$ cat src/rtl/camac_host_pkg.sv
package camac_host_pkg;
  localparam int DATA_W = 24;
  localparam int LAM_W  = 22;

  typedef struct packed {
    logic       clr;
    logic       ini;
    logic [4:0] stn;
    logic [3:0] sub;
    logic [4:0] fn;
  } cmd_word_t;

  typedef enum logic [2:0] {
    PH_IDLE, PH_SETUP, PH_S1, PH_GAP, PH_S2, PH_TAIL
  } phase_t;

  function automatic logic fn_is_write(input logic [4:0] fn);
    return fn[4] & ~fn[3];
  endfunction

  function automatic logic fn_is_read(input logic [4:0] fn);
    return ~fn[4] & ~fn[3];
  endfunction

  function automatic logic cmd_unaddressed(input cmd_word_t w);
    return w.clr | w.ini;
  endfunction
endpackage

$ cat src/rtl/camac_host_regs.sv
module camac_host_regs
  import camac_host_pkg::*;
#(
  parameter logic [15:0] BASE = 16'h0360
) (
  input  logic                clk,
  input  logic                rst_n,
  input  logic [15:0]         io_addr,
  input  logic                io_wr,
  input  logic [15:0]         io_wdata,
  output logic [15:0]         io_rdata,
  input  logic                busy,
  input  logic                strobe1,
  input  logic                cap_qx,
  input  logic                cap_data,
  input  logic [DATA_W-1:0]   dw_rdata,
  input  logic                dw_q,
  input  logic                dw_x,
  input  logic [LAM_W-1:0]    lam_in,
  input  logic                ext_lam,
  input  logic                inf_in,
  output logic [DATA_W-1:0]   stage_data,
  output logic                inhibit_q,
  output logic                outf_q,
  output logic                cmd_wr,
  output cmd_word_t           cmd_word
);
  localparam int NREG = 4;

  logic [NREG-1:0]   hit;
  logic [DATA_W-1:0] cap_q;
  logic              q_q, x_q;
  logic              lam_sum;
  logic              wr_ctl;

  for (genvar i = 0; i < NREG; i++) begin : g_dec
    assign hit[i] = (io_addr == BASE + 16'(2 * i));
  end

  assign wr_ctl   = io_wr & hit[2];
  assign cmd_wr   = io_wr & hit[3];
  assign cmd_word = cmd_word_t'(io_wdata);
  assign lam_sum  = (|lam_in) | ext_lam;

  always_ff @(posedge clk or negedge rst_n) begin
    if (!rst_n) begin
      stage_data <= '0;
      inhibit_q  <= 1'b0;
      outf_q     <= 1'b0;
    end else begin
      if (io_wr && hit[0]) stage_data[15:0]  <= io_wdata;
      if (io_wr && hit[1]) stage_data[23:16] <= io_wdata[7:0];
      if (wr_ctl) begin
        inhibit_q <= io_wdata[0];
        outf_q    <= io_wdata[1];
      end
    end
  end

  always_ff @(posedge clk or negedge rst_n) begin
    if (!rst_n) begin
      cap_q <= '0;
      q_q   <= 1'b0;
      x_q   <= 1'b0;
    end else begin
      if (cap_qx) begin
        q_q <= dw_q;
        x_q <= dw_x;
      end
      if (cap_data) cap_q <= dw_rdata;
    end
  end

  always_comb begin
    io_rdata = '0;
    unique case (1'b1)
      hit[0]: io_rdata = cap_q[15:0];
      hit[1]: io_rdata = {inf_in, ext_lam, lam_in[21:16], cap_q[23:16]};
      hit[2]: io_rdata = {12'b0, busy, lam_sum, x_q, q_q};
      hit[3]: io_rdata = lam_in[15:0];
      default: io_rdata = '0;
    endcase
  end

  // an operation only begins after a command-register write
  a_r6_start_on_cmd: assert property (@(posedge clk) disable iff (!rst_n)
    $rose(busy) |-> $past(cmd_wr));
  // capture only happens inside the S1 window
  a_r8_capture_in_s1: assert property (@(posedge clk) disable iff (!rst_n)
    (cap_qx || cap_data) |-> strobe1);
  // Inhibit changes only on a control-register write
  a_r4_inhibit_hold: assert property (@(posedge clk) disable iff (!rst_n)
    !$past(wr_ctl) |-> $stable(inhibit_q));
endmodule

$ cat src/rtl/camac_host_seq.sv
module camac_host_seq
  import camac_host_pkg::*;
#(
  parameter int unsigned T_SETUP = 2,
  parameter int unsigned T_S1    = 3,
  parameter int unsigned T_GAP   = 2,
  parameter int unsigned T_S2    = 3,
  parameter int unsigned T_TAIL  = 1
) (
  input  logic              clk,
  input  logic              rst_n,
  input  logic              start,
  input  cmd_word_t         cmd_in,
  input  logic [DATA_W-1:0] wdata_in,
  output logic [4:0]        dw_n,
  output logic [3:0]        dw_a,
  output logic [4:0]        dw_f,
  output logic              dw_c,
  output logic              dw_z,
  output logic              dw_s1,
  output logic              dw_s2,
  output logic [DATA_W-1:0] dw_wdata,
  output logic              busy,
  output logic              cap_qx,
  output logic              cap_data
);
  localparam int unsigned M1   = (T_SETUP > T_S1) ? T_SETUP : T_S1;
  localparam int unsigned M2   = (T_GAP > T_S2) ? T_GAP : T_S2;
  localparam int unsigned M3   = (M1 > M2) ? M1 : M2;
  localparam int unsigned MAXT = (M3 > T_TAIL) ? M3 : T_TAIL;
  localparam int          CW   = (MAXT > 1) ? $clog2(MAXT) : 1;

  phase_t            ph;
  logic [CW-1:0]     cnt;
  cmd_word_t         cmd_q;
  logic [DATA_W-1:0] wd_q;
  logic              addressed;
  logic              phase_done;
  logic              s1_last;

  function automatic logic [CW-1:0] last_idx(input phase_t p);
    case (p)
      PH_SETUP: return CW'(T_SETUP - 1);
      PH_S1:    return CW'(T_S1 - 1);
      PH_GAP:   return CW'(T_GAP - 1);
      PH_S2:    return CW'(T_S2 - 1);
      PH_TAIL:  return CW'(T_TAIL - 1);
      default:  return '0;
    endcase
  endfunction

  function automatic phase_t next_ph(input phase_t p);
    case (p)
      PH_SETUP: return PH_S1;
      PH_S1:    return PH_GAP;
      PH_GAP:   return PH_S2;
      PH_S2:    return PH_TAIL;
      default:  return PH_IDLE;
    endcase
  endfunction

  assign phase_done = (cnt == last_idx(ph));

  always_ff @(posedge clk or negedge rst_n) begin
    if (!rst_n) begin
      ph    <= PH_IDLE;
      cnt   <= '0;
      cmd_q <= '0;
      wd_q  <= '0;
    end else if (ph == PH_IDLE) begin
      if (start) begin
        ph    <= PH_SETUP;
        cnt   <= '0;
        cmd_q <= cmd_in;
        wd_q  <= wdata_in;
      end
    end else if (phase_done) begin
      ph  <= next_ph(ph);
      cnt <= '0;
    end else begin
      cnt <= cnt + 1'b1;
    end
  end

  assign busy      = (ph != PH_IDLE);
  assign addressed = busy & ~cmd_unaddressed(cmd_q);
  assign dw_s1     = (ph == PH_S1);
  assign dw_s2     = (ph == PH_S2);
  assign dw_n      = addressed ? cmd_q.stn : '0;
  assign dw_a      = addressed ? cmd_q.sub : '0;
  assign dw_f      = addressed ? cmd_q.fn  : '0;
  assign dw_c      = busy & cmd_q.clr;
  assign dw_z      = busy & cmd_q.ini;
  assign dw_wdata  = (addressed && fn_is_write(cmd_q.fn)) ? wd_q : '0;
  assign s1_last   = dw_s1 & phase_done;
  assign cap_qx    = s1_last & addressed;
  assign cap_data  = cap_qx & fn_is_read(cmd_q.fn);

  // the two strobes never overlap
  a_r7_strobe_excl: assert property (@(posedge clk) disable iff (!rst_n)
    !(dw_s1 && dw_s2));
  // strobes only appear inside an operation
  a_r7_strobe_busy: assert property (@(posedge clk) disable iff (!rst_n)
    (dw_s1 || dw_s2) |-> busy);
  // station field holds for the whole operation
  a_r11_cmd_hold: assert property (@(posedge clk) disable iff (!rst_n)
    (busy && $past(busy)) |-> $stable(dw_n) && $stable(dw_f));
  // no capture during a clear or initialise operation
  a_r10_unaddr_no_cap: assert property (@(posedge clk) disable iff (!rst_n)
    (dw_c || dw_z) |-> !cap_qx && dw_n == 5'd0);
endmodule

$ cat src/rtl/camac_host_ctl.sv
module camac_host_ctl
  import camac_host_pkg::*;
#(
  parameter logic [15:0] BASE    = 16'h0360,
  parameter int unsigned T_SETUP = 2,
  parameter int unsigned T_S1    = 3,
  parameter int unsigned T_GAP   = 2,
  parameter int unsigned T_S2    = 3,
  parameter int unsigned T_TAIL  = 1
) (
  input  logic        clk,
  input  logic        rst_n,
  input  logic [15:0] io_addr,
  input  logic        io_wr,
  input  logic [15:0] io_wdata,
  output logic [15:0] io_rdata,
  input  logic [23:0] dw_rdata,
  input  logic        dw_q,
  input  logic        dw_x,
  input  logic [21:0] lam_in,
  input  logic        ext_lam,
  input  logic        inf_in,
  output logic [4:0]  dw_n,
  output logic [3:0]  dw_a,
  output logic [4:0]  dw_f,
  output logic        dw_c,
  output logic        dw_z,
  output logic        dw_s1,
  output logic        dw_s2,
  output logic [23:0] dw_wdata,
  output logic        inhibit_o,
  output logic        outf_o,
  output logic        busy_o
);
  logic              cmd_wr;
  cmd_word_t         cmd_word;
  logic [DATA_W-1:0] stage_data;
  logic              cap_qx, cap_data;

  camac_host_regs #(.BASE(BASE)) u_regs (
    .clk(clk), .rst_n(rst_n),
    .io_addr(io_addr), .io_wr(io_wr), .io_wdata(io_wdata), .io_rdata(io_rdata),
    .busy(busy_o), .strobe1(dw_s1), .cap_qx(cap_qx), .cap_data(cap_data),
    .dw_rdata(dw_rdata), .dw_q(dw_q), .dw_x(dw_x),
    .lam_in(lam_in), .ext_lam(ext_lam), .inf_in(inf_in),
    .stage_data(stage_data), .inhibit_q(inhibit_o), .outf_q(outf_o),
    .cmd_wr(cmd_wr), .cmd_word(cmd_word)
  );

  camac_host_seq #(
    .T_SETUP(T_SETUP), .T_S1(T_S1), .T_GAP(T_GAP), .T_S2(T_S2), .T_TAIL(T_TAIL)
  ) u_seq (
    .clk(clk), .rst_n(rst_n),
    .start(cmd_wr), .cmd_in(cmd_word), .wdata_in(stage_data),
    .dw_n(dw_n), .dw_a(dw_a), .dw_f(dw_f), .dw_c(dw_c), .dw_z(dw_z),
    .dw_s1(dw_s1), .dw_s2(dw_s2), .dw_wdata(dw_wdata),
    .busy(busy_o), .cap_qx(cap_qx), .cap_data(cap_data)
  );

  // write lines are quiet outside an operation
  a_r9_wdata_idle: assert property (@(posedge clk) disable iff (!rst_n)
    !busy_o |-> dw_wdata == 24'd0);
endmodule

$ cat config.mk
export PLATFORM = sky130hd
export DESIGN_NAME = camac_host_ctl
export DESIGN_NICKNAME = d
export VERILOG_FILES = /design/src/rtl/camac_host_pkg.sv /design/src/rtl/camac_host_regs.sv /design/src/rtl/camac_host_seq.sv /design/src/rtl/camac_host_ctl.sv
export SDC_FILE = /design/constraint.sdc
export NUM_CORES = 1
export LEC_CHECK = 0
export BUFFER_PORTS_ARGS = -buffer_cell sky130_fd_sc_hd__buf_2
export CAP_MARGIN = 20
export CORE_ASPECT_RATIO = 1.1
export CORE_UTILIZATION = 47
export DETAILED_ROUTE_END_ITERATION = 12
export PLACE_DENSITY = 0.74
export SYNTH_ARGS = -nofsm -noshare
export SYNTH_HDL_FRONTEND = slang
export SYNTH_SLANG_ARGS = --single-unit
$ cat constraint.sdc
create_clock -name clk -period 1.95 [get_ports clk]
set_input_delay 0.195 -clock clk [delete_from_list [all_inputs] [get_ports clk]]
set_output_delay 0.195 -clock clk [all_outputs]
set_load 0.03 [all_outputs]
==> impl_metrics.csv <==
group,metric,value,unit
outcome,status,"finished with violations",
outcome,violations,"design-rule violations, negative setup slack",
global_routing,grt_antenna_before_repair,1,
die,core.rowCount,38,
setup_path,cp_max_fo,2,
cells_and_area,utilization,67.4,%
setup_path,crit_family,"buffers and inverters",
clocking,insertion_delay,0.37,ns
cells_and_area,fillCellCount,700,
clocking,numCtsBuffers,9,
clocking,cts.path.max_buffers,2,
sta,slew_violations,0,
cells_and_area,instances_no_fill,675,
power,power_density,561,nW/um2
power,p_comb_share,7.6,%
sta,finClkSkew,0.0136,ns
placed_design,dpl.hpwl,7.97,mm
global_routing,grt_pass1_wl,18.4,mm
detailed_routing,drt_iter0_markers,134,
power,power,3740,uW
synthesis,yosys.area.top_type,"dfrtp_1",
placed_design,port_buffers,145,
synthesis,netlist_instances,368,
cells_and_area,fin_nets,634,
power,clockPowerShare,37.4,%
sta,setup_viol,105,
power,p_leak,0.00350,uW
synthesis,syn-cell-area,4780,um2
clocking,root_buffer,"clkbuf_8",
setup_path,slowest_delay,0.44,ns
sta,worstMarginPinSlew,0.406,ns
detailed_routing,drc,4,
cells_and_area,fin_area,6660,um2
detailed_routing,viasPerCell,5.47,
setup_path,path_common_cell,"buf_6",
synthesis,async_flop_share,100,%
detailed_routing,ant_nets,0,
die,die_h,108,um
global_routing,grt_pass1_vias,3642,
sta,finalCriticalPeriod,2.22,ns
clocking,clock_sinks,97,
setup_path,cp_slowest_cell,"mux4_2",
sta,rsz0062_at_grt,"yes",
power,pwr-share-seq,55.0,%
die,die_x,98.2,um
power,vdd.ir_drop.worst,0.000305,V
global_routing,grt_use_total,22.6,%
placed_design,place_area,5780,um2
global_routing,grt-ovfl-total,0,
setup_path,end_kind,"primary output",
sta,setup_ws,-0.274,ns
placed_design,dpl.cell_count,631,
run,cap_viol_max_count,0,
synthesis,synth_top_area_share,50.8,%
setup_path,cp.arrival,2.03,ns
clocking,clk_pin_slew,0.10,ns
setup_path,crit_required,1.75,ns
synthesis,netlist_top_cells_count,"dfrtp_1, mux2_2, and2_1",
placed_design,gp_congestion,0.850,
detailed_routing,drt_wl_total,12.8,mm
synthesis,ys_ff_latch,97,
cells_and_area,area_delta_synth_final,39.3,%
min_path,hold_path.class,"in -> reg",
sta,finalHoldViolCount,0,
cells_and_area,drive_gt1_share,65.2,%
synthesis,syn-num-nets,453,
detailed_routing,wire_per_inst,19.0,um
die,core,9890,um2
die,pin_count,146,
setup_path,critical_path_class,"reg -> out",
sta,period_share,114,%
global_routing,grt_start_max_net_pins,54,
setup_path,critPathLaunchType,"register",
die,die_area,10600,um2
synthesis,synth_cell_types,44,
clocking,cts.htree.levels,3,
synthesis,syn_area_per_cell,13.0,um2
detailed_routing,num_vias,3690,
sta,max_freq,450,MHz
detailed_routing,dr.pass1.iters,10,
die,initial_utilization,48.4,%
power,power_switching,927,uW
sta,finalSetupTns,-14.05,ns
synthesis,synth_edf_count,0,
synthesis,yosysMostFrequentCell,"dfrtp_1",
synthesis,ys.flop_type,"dfrtp_1",
power,p_int,2810,uW
power,swShare,24.8,%
synthesis,synthTopCellsByArea,"dfrtp_1, mux2_2, mux2_4",
setup_path,path_cells,"nor3_2 > inv_2 > buf_6 > buf_6 > mux4_2 > nor2b_4 > buf_6",
clocking,cts_tree,"yes",
setup_path,critical_path_buf_inv_count,4,
synthesis,ys_warn_count,0,
sta,relSlewSlack,72.9,%
synthesis,synth_seq_area_share,50.8,%
## state kept, by name, summed over array words and instances, names as in the netlist, named ones only
signal,flops
u_regs.cap_q,24
u_regs.inhibit_q,1
u_regs.outf_q,1
u_regs.q_q,1
u_regs.stage_data,24
u_regs.x_q,1
u_seq.cmd_q,16
u_seq.cnt,2
u_seq.ph,2
u_seq.wd_q,24
## layer usage
layer | up-vias | global-route usage, % | wire (um)
met5 | - | 0 | 0
met4 | 0 | 10.0 | 348
met3 | 27 | 4.94 | 645
met2 | 125 | 38.5 | 6710
met1 | 1852 | 27.7 | 5110
li1 | 1686 | - | -
## worst register-to-register path, stage by stage, from the launching register on
cell	delay, ns
dfrtp_1	0.40
nor3_2	0.25
inv_2	0.08
buf_6	0.13
buf_4	0.12
buf_6	0.13
or3_4	0.44
clkbuf_16	0.21
mux2_4	0.30
## repair_timing
action | 4_1_cts | 5_1_grt
endpoints found under the hold margin | 29 | 0
pin swaps | 2 | 5
hold buffers | 1 | 0
gates cloned | 1 | 11
endpoints found under the setup margin | 89 | 104
gates resized for setup | 70 | 27
buffers inserted | 7 | 9
## layout make-up
cell class | count | area [um2] | share of cell area [%]
Tap cell | 120 | 150 | 2.25
Sequential cell | 97 | 2430 | 36.4
Multi-Input combinational cell | 242 | 2350 | 35.2
Inverter | 3 | 11.3 | 0.169
Timing Repair Buffer | 196 | 1520 | 22.8
Clock inverter | 7 | 83.8 | 1.26
Antenna cell | 1 | 2.50 | 0.0376
Clock buffer | 9 | 124 | 1.86
## per-stage QoR
stage	setup WS, ns	hold WS (ns)
2_1_floorplan	-0.123	-0.101
3_3_place_gp	-0.148	0.149
3_5_place_dp	-0.321	0.155
4_1_cts	-0.304	0.0142
5_1_grt	-0.351	0.0146
6_report	-0.274	0.0269
## final timing paths
check                                            startpoint                     endpoint  slack, ns  cells past startpoint
worst max register to register      u_seq.ph[0]$_DFFE_PN0P_   u_seq.cmd_q[1]$_DFFE_PN0P_      -0.19                      8
worst min-delay path                            dw_rdata[1]  u_regs.cap_q[1]$_DFFE_PN0P_       0.03                      2
max in group asynchronous                             rst_n   u_seq.wd_q[21]$_DFFE_PN0P_       1.03                      3
min in group asynchronous                             rst_n   u_seq.wd_q[10]$_DFFE_PN0P_       0.28                      2
worst max-delay path                u_seq.ph[0]$_DFFE_PN0P_                  io_rdata[3]      -0.27                      7
worst min register to register  u_regs.cap_q[1]$_DFFE_PN0P_  u_regs.cap_q[1]$_DFFE_PN0P_       0.51                      1
## power groups by stage
| stage | Clock, uW | Sequential, uW | Combinational (uW) |
|---|---|---|---|
| after floorplan | 0 | 2090 | 111 |
| after global placement | 0 | 2090 | 278 |
| after detailed placement | 0 | 2090 | 286 |
| after CTS | 1410 | 2060 | 288 |
| after global routing | 1510 | 2060 | 315 |
| final | 1400 | 2060 | 286 |
## placed cells by master (no fill, tap or decap), types with 5 or more instances in the layout
cell / instances
o21ai_0: 9
buf_4: 52
nor2_1: 21
dfrtp_1: 97
and2_4: 22
buf_2: 104
mux2_2: 70
mux2_4: 30
and3_4: 11
clkbuf_16: 7
a22oi_1: 12
clkbuf_8: 9
and2_1: 5
buf_6: 24
buf_12: 6
## cell families after synthesis
family | after synthesis | share of synthesized area, %
flip-flops | 97 | 50.8
AO/OA/AOI/OAI | 28 | 3.92
XOR/XNOR | 1 | 0.183
AND/OR/NAND/NOR | 104 | 13.3
multiplexers | 108 | 27.7
buffers and inverters | 30 | 4.19
No activity file was read; power rests on OpenSTA's default activity.
